[config.mk]
export PLATFORM = sky130hd
export DESIGN_NAME = ptr_cfg_seq
export DESIGN_NICKNAME = d
export VERILOG_FILES = /design/src/rtl/ptr_cfg_pkg.sv /design/src/rtl/cfg_seq_fsm.sv /design/src/rtl/cfg_slot_bank.sv /design/src/rtl/ptr_cfg_seq.sv
export SDC_FILE = /design/constraint.sdc
export NUM_CORES = 1
export LEC_CHECK = 0
export BUFFER_PORTS_ARGS = -buffer_cell sky130_fd_sc_hd__buf_2
export CORE_ASPECT_RATIO = 0.9
export CORE_MARGIN = 2
export CORE_UTILIZATION = 40
export DETAILED_ROUTE_END_ITERATION = 8
export SYNTH_ARGS = -nofsm -noshare
export SYNTH_HDL_FRONTEND = slang
export SYNTH_HIERARCHICAL = 1
export SYNTH_SLANG_ARGS = --single-unit
[constraint.sdc]
create_clock -name clk -period 6.3 [get_ports clk]
set_input_delay 0.63 -clock clk [delete_from_list [all_inputs] [get_ports clk]]
set_output_delay 0.63 -clock clk [all_outputs]
set_load 0.02 [all_outputs]
[src/rtl/ptr_cfg_pkg.sv]
package ptr_cfg_pkg;

    typedef enum logic [1:0] {
        ST_WAIT_ADDR = 2'd0,
        ST_WAIT_MODE = 2'd1,
        ST_ARMED     = 2'd2
    } seq_state_t;

endpackage

[src/rtl/cfg_seq_fsm.sv]
module cfg_seq_fsm
    import ptr_cfg_pkg::*;
#(
    parameter int DW = 16
) (
    input  logic            clk,
    input  logic            rst_n,
    input  logic            ctl_hit,
    input  logic            ctl_wr,
    input  logic [DW-1:0]   ctl_wdata,
    input  logic            consume,
    output seq_state_t      state_q,
    output logic [2*DW-1:0] ctl_val,
    output logic [DW-1:0]   ctl_rdata,
    output logic            anomaly
);

    seq_state_t    state_d;
    logic [DW-1:0] addr_q;
    logic [DW-1:0] mode_q;

    // state register
    always_ff @(posedge clk) begin
        if (!rst_n) state_q <= ST_WAIT_ADDR;
        else        state_q <= state_d;
    end

    // transitions
    always_comb begin
        state_d = state_q;
        unique case (state_q)
            ST_WAIT_ADDR: if (ctl_hit) state_d = ST_WAIT_MODE;   // T_ADDR
            ST_WAIT_MODE: if (ctl_hit) state_d = ST_ARMED;       // T_MODE
            ST_ARMED:     if (consume) state_d = ST_WAIT_ADDR;   // T_CONSUME
            default:      state_d = ST_WAIT_ADDR;
        endcase
    end

    // outputs and the configuration halves
    always_ff @(posedge clk) begin
        if (!rst_n) begin
            addr_q  <= '0;
            mode_q  <= '0;
            anomaly <= 1'b0;
        end else begin
            anomaly <= ctl_hit && (state_q == ST_ARMED);         // T_REARM
            if (ctl_hit && ctl_wr) begin
                if (state_q == ST_WAIT_ADDR) addr_q <= ctl_wdata;
                else                         mode_q <= ctl_wdata;
            end
        end
    end

    assign ctl_val   = {addr_q, mode_q};
    assign ctl_rdata = (state_q == ST_WAIT_ADDR) ? addr_q : mode_q;

    AST_ADDR_STEP: assert property (@(posedge clk) disable iff (!rst_n)
        (state_q == ST_WAIT_ADDR && ctl_hit) |=> (state_q == ST_WAIT_MODE));
    AST_MODE_ARMS: assert property (@(posedge clk) disable iff (!rst_n)
        (state_q == ST_WAIT_MODE && ctl_hit) |=> (state_q == ST_ARMED));
    AST_CONSUME_IDLE: assert property (@(posedge clk) disable iff (!rst_n)
        consume |=> (state_q == ST_WAIT_ADDR));
    AST_ANOM_CAUSE: assert property (@(posedge clk) disable iff (!rst_n)
        anomaly |-> ($past(state_q) == ST_ARMED && $past(ctl_hit)));
    AST_REARM_HOLD: assert property (@(posedge clk) disable iff (!rst_n)
        (state_q == ST_ARMED && ctl_hit) |=> (state_q == ST_ARMED && anomaly));

endmodule

[src/rtl/cfg_slot_bank.sv]
module cfg_slot_bank #(
    parameter int CW    = 32,
    parameter int NSLOT = 11,
    parameter int IDXW  = 4
) (
    input  logic            clk,
    input  logic            rst_n,
    input  logic            prog_en,
    input  logic [IDXW-1:0] prog_idx,
    input  logic [CW-1:0]   prog_val,
    input  logic [IDXW-1:0] chk_idx,
    output logic            chk_nz,
    input  logic [IDXW-1:0] sel,
    output logic [CW-1:0]   sel_data
);

    logic [CW-1:0]    slot_q [NSLOT];
    logic [NSLOT-1:0] wr_vec;

    for (genvar g = 0; g < NSLOT; g++) begin : g_slot
        assign wr_vec[g] = prog_en && (prog_idx == IDXW'(g));
        always_ff @(posedge clk) begin
            if (!rst_n)        slot_q[g] <= '0;
            else if (wr_vec[g]) slot_q[g] <= prog_val;
        end
    end

    always_comb begin
        sel_data = '0;
        chk_nz   = 1'b0;
        for (int i = 0; i < NSLOT; i++) begin
            if (sel == IDXW'(i))     sel_data = slot_q[i];
            if (chk_idx == IDXW'(i)) chk_nz   = |slot_q[i];
        end
    end

    AST_ONE_SLOT: assert property (@(posedge clk) disable iff (!rst_n)
        $onehot0(wr_vec));
    AST_SLOT_LOAD: assert property (@(posedge clk) disable iff (!rst_n)
        (prog_en && sel == prog_idx) |=> (sel_data == $past(prog_val) || sel != $past(sel)));
    AST_UNUSED_ZERO: assert property (@(posedge clk) disable iff (!rst_n)
        (sel >= IDXW'(NSLOT)) |-> (sel_data == '0));

endmodule

[src/rtl/ptr_cfg_seq.sv]
module ptr_cfg_seq
    import ptr_cfg_pkg::*;
#(
    parameter int DW        = 16,
    parameter int IDXW      = 4,
    parameter int NPTR      = 5,
    parameter int PTR_BASE  = 8,
    parameter int CTL_IDX   = 14,
    parameter int WSLOT_OFS = 6
) (
    input  logic              clk,
    input  logic              rst_n,
    input  logic              acc_en,
    input  logic              acc_wr,
    input  logic [IDXW-1:0]   acc_idx,
    input  logic [DW-1:0]     wdata,
    output logic [DW-1:0]     rdata,
    output logic              anomaly,
    input  logic [IDXW-1:0]   cfg_sel,
    output logic [2*DW-1:0]   cfg_data
);

    localparam int CW    = 2 * DW;
    localparam int NSLOT = WSLOT_OFS + NPTR;

    seq_state_t      state_q;
    logic [CW-1:0]   ctl_val;
    logic [DW-1:0]   ctl_rdata;
    logic [DW-1:0]   plain_q;
    logic [IDXW-1:0] ptr_off;
    logic [IDXW-1:0] prog_idx;
    logic            ctl_hit, ptr_hit, consume, rd_slot_nz, mode_drv, plain_acc;

    assign ctl_hit   = acc_en && (acc_idx == IDXW'(CTL_IDX));
    assign ptr_hit   = acc_en && (acc_idx >= IDXW'(PTR_BASE))
                              && (acc_idx <  IDXW'(PTR_BASE + NPTR));
    assign ptr_off   = acc_idx - IDXW'(PTR_BASE);
    assign consume   = ptr_hit && (state_q == ST_ARMED);
    assign mode_drv  = ptr_hit && !consume && rd_slot_nz;
    assign plain_acc = ptr_hit && !consume && !rd_slot_nz;
    assign prog_idx  = acc_wr ? (ptr_off + IDXW'(WSLOT_OFS)) : ptr_off;

    cfg_seq_fsm #(.DW(DW)) u_fsm (
        .clk      (clk),
        .rst_n    (rst_n),
        .ctl_hit  (ctl_hit),
        .ctl_wr   (acc_wr),
        .ctl_wdata(wdata),
        .consume  (consume),
        .state_q  (state_q),
        .ctl_val  (ctl_val),
        .ctl_rdata(ctl_rdata),
        .anomaly  (anomaly)
    );

    cfg_slot_bank #(.CW(CW), .NSLOT(NSLOT), .IDXW(IDXW)) u_slots (
        .clk     (clk),
        .rst_n   (rst_n),
        .prog_en (consume),
        .prog_idx(prog_idx),
        .prog_val(ctl_val),
        .chk_idx (ptr_off),
        .chk_nz  (rd_slot_nz),
        .sel     (cfg_sel),
        .sel_data(cfg_data)
    );

    // shared plain pointer word
    always_ff @(posedge clk) begin
        if (!rst_n)                     plain_q <= '0;
        else if (plain_acc && acc_wr)   plain_q <= wdata;
    end

    // read data
    always_comb begin
        rdata = '0;
        if (!acc_wr) begin
            if (ctl_hit)        rdata = ctl_rdata;
            else if (plain_acc) rdata = plain_q;
        end
    end

    AST_PROG_READ_ZERO: assert property (@(posedge clk) disable iff (!rst_n)
        (consume && !acc_wr) |-> (rdata == '0));
    AST_PROG_WRITE_KEEP: assert property (@(posedge clk) disable iff (!rst_n)
        (consume && acc_wr) |=> $stable(plain_q));
    AST_MODE_SILENT: assert property (@(posedge clk) disable iff (!rst_n)
        mode_drv |=> $stable(plain_q));
    AST_MODE_READ_ZERO: assert property (@(posedge clk) disable iff (!rst_n)
        (mode_drv && !acc_wr) |-> (rdata == '0));
    AST_OTHER_IDX: assert property (@(posedge clk) disable iff (!rst_n)
        (acc_en && !ptr_hit && !ctl_hit) |=> ($stable(plain_q) && $stable(state_q)));

endmodule

==> summary.md <==
| Metric | Value |
|---|---|
| Die H | `212.3 um` |
| Pin count of the biggest net entering global routing | `85` |
| Crit. End Element | `output port` |
| Ports | `77` |
| Die area | `49,980 um2` |
| RSZ-0062 raised after global routing | `no` |
| Clk slew on worst S/H paths | `60 ps` |
| Async SR Flop Fraction | `0` |
| H-tree depth | `2` |
| Crit-path slowest cell | `nor4_1` |
| Lkg Pwr | `0.007922 uW` |
| Arrival time at the worst endpoint | `slightly above 4000 ps` |
| Outcome | `completed` |
| Mux contribution to synthesized area | `0.05016` |
| Final clock skew | `about 21 ps` |
| GRT Resource Usage Total | `0.2471` |
| Fin area | `21,760 um2` |
| Largest family of logic cells by synthesized area | `simple AND/OR/NAND/NOR gates` |
| Simple-Gate Fraction of Synth Area | `0.2193` |
| Max-cap violation count | `0` |
| Fmax | `213.9 MHz` |
| Fillers | `4,337` |
| CTS tree | `yes` |
| Initial Utilization | `0.4039` |
| XOR/XNOR share of the synthesized area | `0.001363` |
| Crit path max fanout | `16` |
| Final ANT Viol Nets | `0` |
| CP peak stage delay | `540 ps` |
| Crit path cell chain | `nor4_1 -> nand4_1 -> nor4_1 -> o211ai_1 -> o21ai_0 -> a21oi_1 -> nand4b_2 -> o41ai_1 -> buf_2` |
| Slew Limit Fails | `0` |
| Synth top area share | `0.5482` |
| Hold WC Path Type | `input port to register` |
| Avg Cell Area, Syn | `about 12 um2` |
| Grt total ovfl | `0` |
| DR iter-0 viols | `approximately 1,800` |
| Area of placed instances | `20,300 um2` |
| Largest area contributor in the netlist | `edfxtp_1` |
| Root Buffer | `clkbuf_16` |
| Crit path kind | `register to output port` |
| Vias in the first global route | `about 14,000` |
| Most used DFF post-synth | `edfxtp_1` |
| Synth Area in Adders | `0.0006489` |
| TritonCTS Sinks | `403` |
| Cells after synthesis | `1,608` |
| Mapped Area | `19,280 um2` |
| Vias | `between 10,000 and 15,000` |
| Clock buffer count from CTS | `43` |
| First-pass GRT wire length | `91,250 um` |
| RD Place Congestion | `0.9353` |
| Fin cells | `approximately 2,300` |
| Critical path launch point type | `register` |
| Peak VDD IR | `~0.00019 V` |
| Yosys reg bits | `403` |
| R2r setup slk | `approximately 2700 ps` |
| TritonRoute pass-1 iters | `6` |
| Initial antenna violation count | `1` |
| IO buf count | `76` |
| Ratio of cells with drive above 1 in the final layout | `0.1431` |
| Post-synthesis sequential area ratio | `0.6011` |
| WL final | `roughly 62,000 um` |
| Post-synth EDFFs | `between 300 and 400` |
| Post-cts sizing count | `0` |
| Synth area leaders | `edfxtp_1 (55%), and2_1 (11%), dfxtp_1 (5.3%)` |
| Count of final hold-check violations | `0` |
| Top-count cell post-synth | `and2_1` |
| Setup WS pre-CTS | `1846 ps` |
| Core Rows | `between 70 and 80` |
| Finish-stage setup viols | `0` |
| DPL Wire Length | `between 40,000 and 50,000 um` |
| Synthesized Nets | `around 1,600` |
| Crit-path most repeated cell | `nor4_1` |
| Max-slew headroom | `0.2263` |
| Total chip power | `slightly above 6000 uW` |
| Tmin final | `4676 ps` |
| Hold Buf Count CTS | `0` |
| CP required | `5670 ps` |
| Worst skew pair latency | `570 ps` |
| Worst slew pin tran | `1161 ps` |
| DR vias/cell | `between 6 and 7` |
| Synth warn | `6` |
| Synth-to-Final Area Change | `12.83%` |
| Final worst slack | `1624 ps` |
| Dpl cells | `about 2,200` |
| Final #Nets | `1,664` |
| Die Span X | `235.4 um` |
| Setup bufs post-CTS | `0` |
| Clock Path Buffers | `3` |
| Pwr Density | `around 280 nW/um2` |
| Final Cycle Share | `0.7421` |
| Compound-Gate Fraction of Synth Area | `0.09234` |
| Placeable Area | `47,740 um2` |
| Top cells by instance count after synthesis | `and2_1 (353), edfxtp_1 (352), nand2_1 (119), clkbuf_1 (97), nor4_1 (84)` |
| Fin Setup TNS | `0 ps` |
| Yosys cell types | `66` |
| WL/cell | `27.03 um` |
| DRC | `0` |
==> worst max-delay path, delay by kind of cell, from the launching register on <==
| kind | cells | cell delay [ps] |
|---|---|---|
| and+or+nand+nor | 4 | 1820 |
| AOI/OAI and AO/OA | 4 | 1020 |
| DFF | 1 | 400 |
| buffers and inverters | 1 | 230 |
==> state kept, by name, summed over array words and instances, names as in the netlist <==
signal          flops
u_fsm/anomaly       1
u_fsm/addr_q       16
u_fsm/mode_q       16
u_slots/slot_q    352
u_fsm/state_q       2
plain_q            16
==> worst paths after layout <==
kind	startpoint	to	depth (start not counted)
worst max-delay path	u_slots/slot_q[9][29]	rdata[7]	9
worst min-delay path	wdata[15]	plain_q[15]	3
worst max register to register	u_slots/slot_q[9][29]	plain_q[12]	9
worst min register to register	plain_q[0]	plain_q[0]	2
==> kinds of logic (layout without fill, tap and decap cells) <==
| group | after synthesis | after routing |
|---|---|---|
| multiplexers | 92 | 92 |
| other | 0 | 1 |
| adder cells (fa/ha/maj) | 1 | 1 |
| XOR/XNOR | 3 | 3 |
| AO/OA/AOI/OAI | 236 | 236 |
| flip-flops | 403 | 403 |
| buffers and inverters | 152 | 214 |
| AND/OR/NAND/NOR | 721 | 721 |
==> metal layers <==
metal  part of all wire  vias to the layer above  GRT usage
met4              0.022                        2    0.05667
met5            0.00015                        -          0
met3               0.11                       98    0.06907
met2               0.43                      769     0.3747
li1                   -                     6072          -
met1               0.43                     6871     0.3522
==> area by class of cell <==
cell class / count / area, um2 / area share
Timing Repair Buffer: 112 / 653.1 / 0.03002
Tap cell: 624 / 780.7 / 0.03589
Multi-Input combinational cell: 1053 / 7194 / 0.3307
Clock inverter: 27 / 296.5 / 0.01363
Clock buffer: 53 / 1155 / 0.05308
Inverter: 22 / 82.58 / 0.003796
Antenna cell: 1 / 2.502 / 0.0001150
Sequential cell: 403 / 11590 / 0.5328
==> power breakdown <==
group,total [uW],switching [uW],internal (uW)
combinational,369,262,108
sequential,3050,68.6,2980
clock,2640,1090,1550
total,6060,1420,4640
==> metrics by stage <==
stage	utilization	hold WS, ps
after global placement	0.4253	441.8
after floorplan	-	434.7
after CTS	0.4557	316.0
after detailed placement	0.4253	449.4
after global routing	0.4557	333.0
final	0.4558	331.2
==> cells in the final DEF, fill, tap and decap left out, drive strengths merged, types with 3 or more instances in the layout <==
| master | n |
|---|---|
| mux2i | 55 |
| a221o | 6 |
| o32ai | 3 |
| nor4 | 85 |
| nor2b | 9 |
| inv | 23 |
| dfxtp | 51 |
| clkinv | 19 |
| nand2 | 119 |
| buf | 112 |
| mux2 | 37 |
| nor2 | 58 |
| nand4 | 28 |
| a22oi | 32 |
| o22a | 3 |
| or4b | 16 |
| a222oi | 24 |
| o21ai | 46 |
| a221oi | 19 |
| a21oi | 13 |
| o211ai | 6 |
| edfxtp | 352 |
| o31ai | 4 |
| clkbuf | 53 |
| nor4b | 3 |
| nor3 | 11 |
| or2 | 3 |
| o41ai | 17 |
| a22o | 29 |
| or4 | 4 |
| nand2b | 7 |
| a31oi | 16 |
| a211oi | 12 |
| bufinv | 6 |
| nand3 | 8 |
| nand3b | 3 |
| and2 | 354 |
No activity file was read; power rests on OpenSTA's default activity.
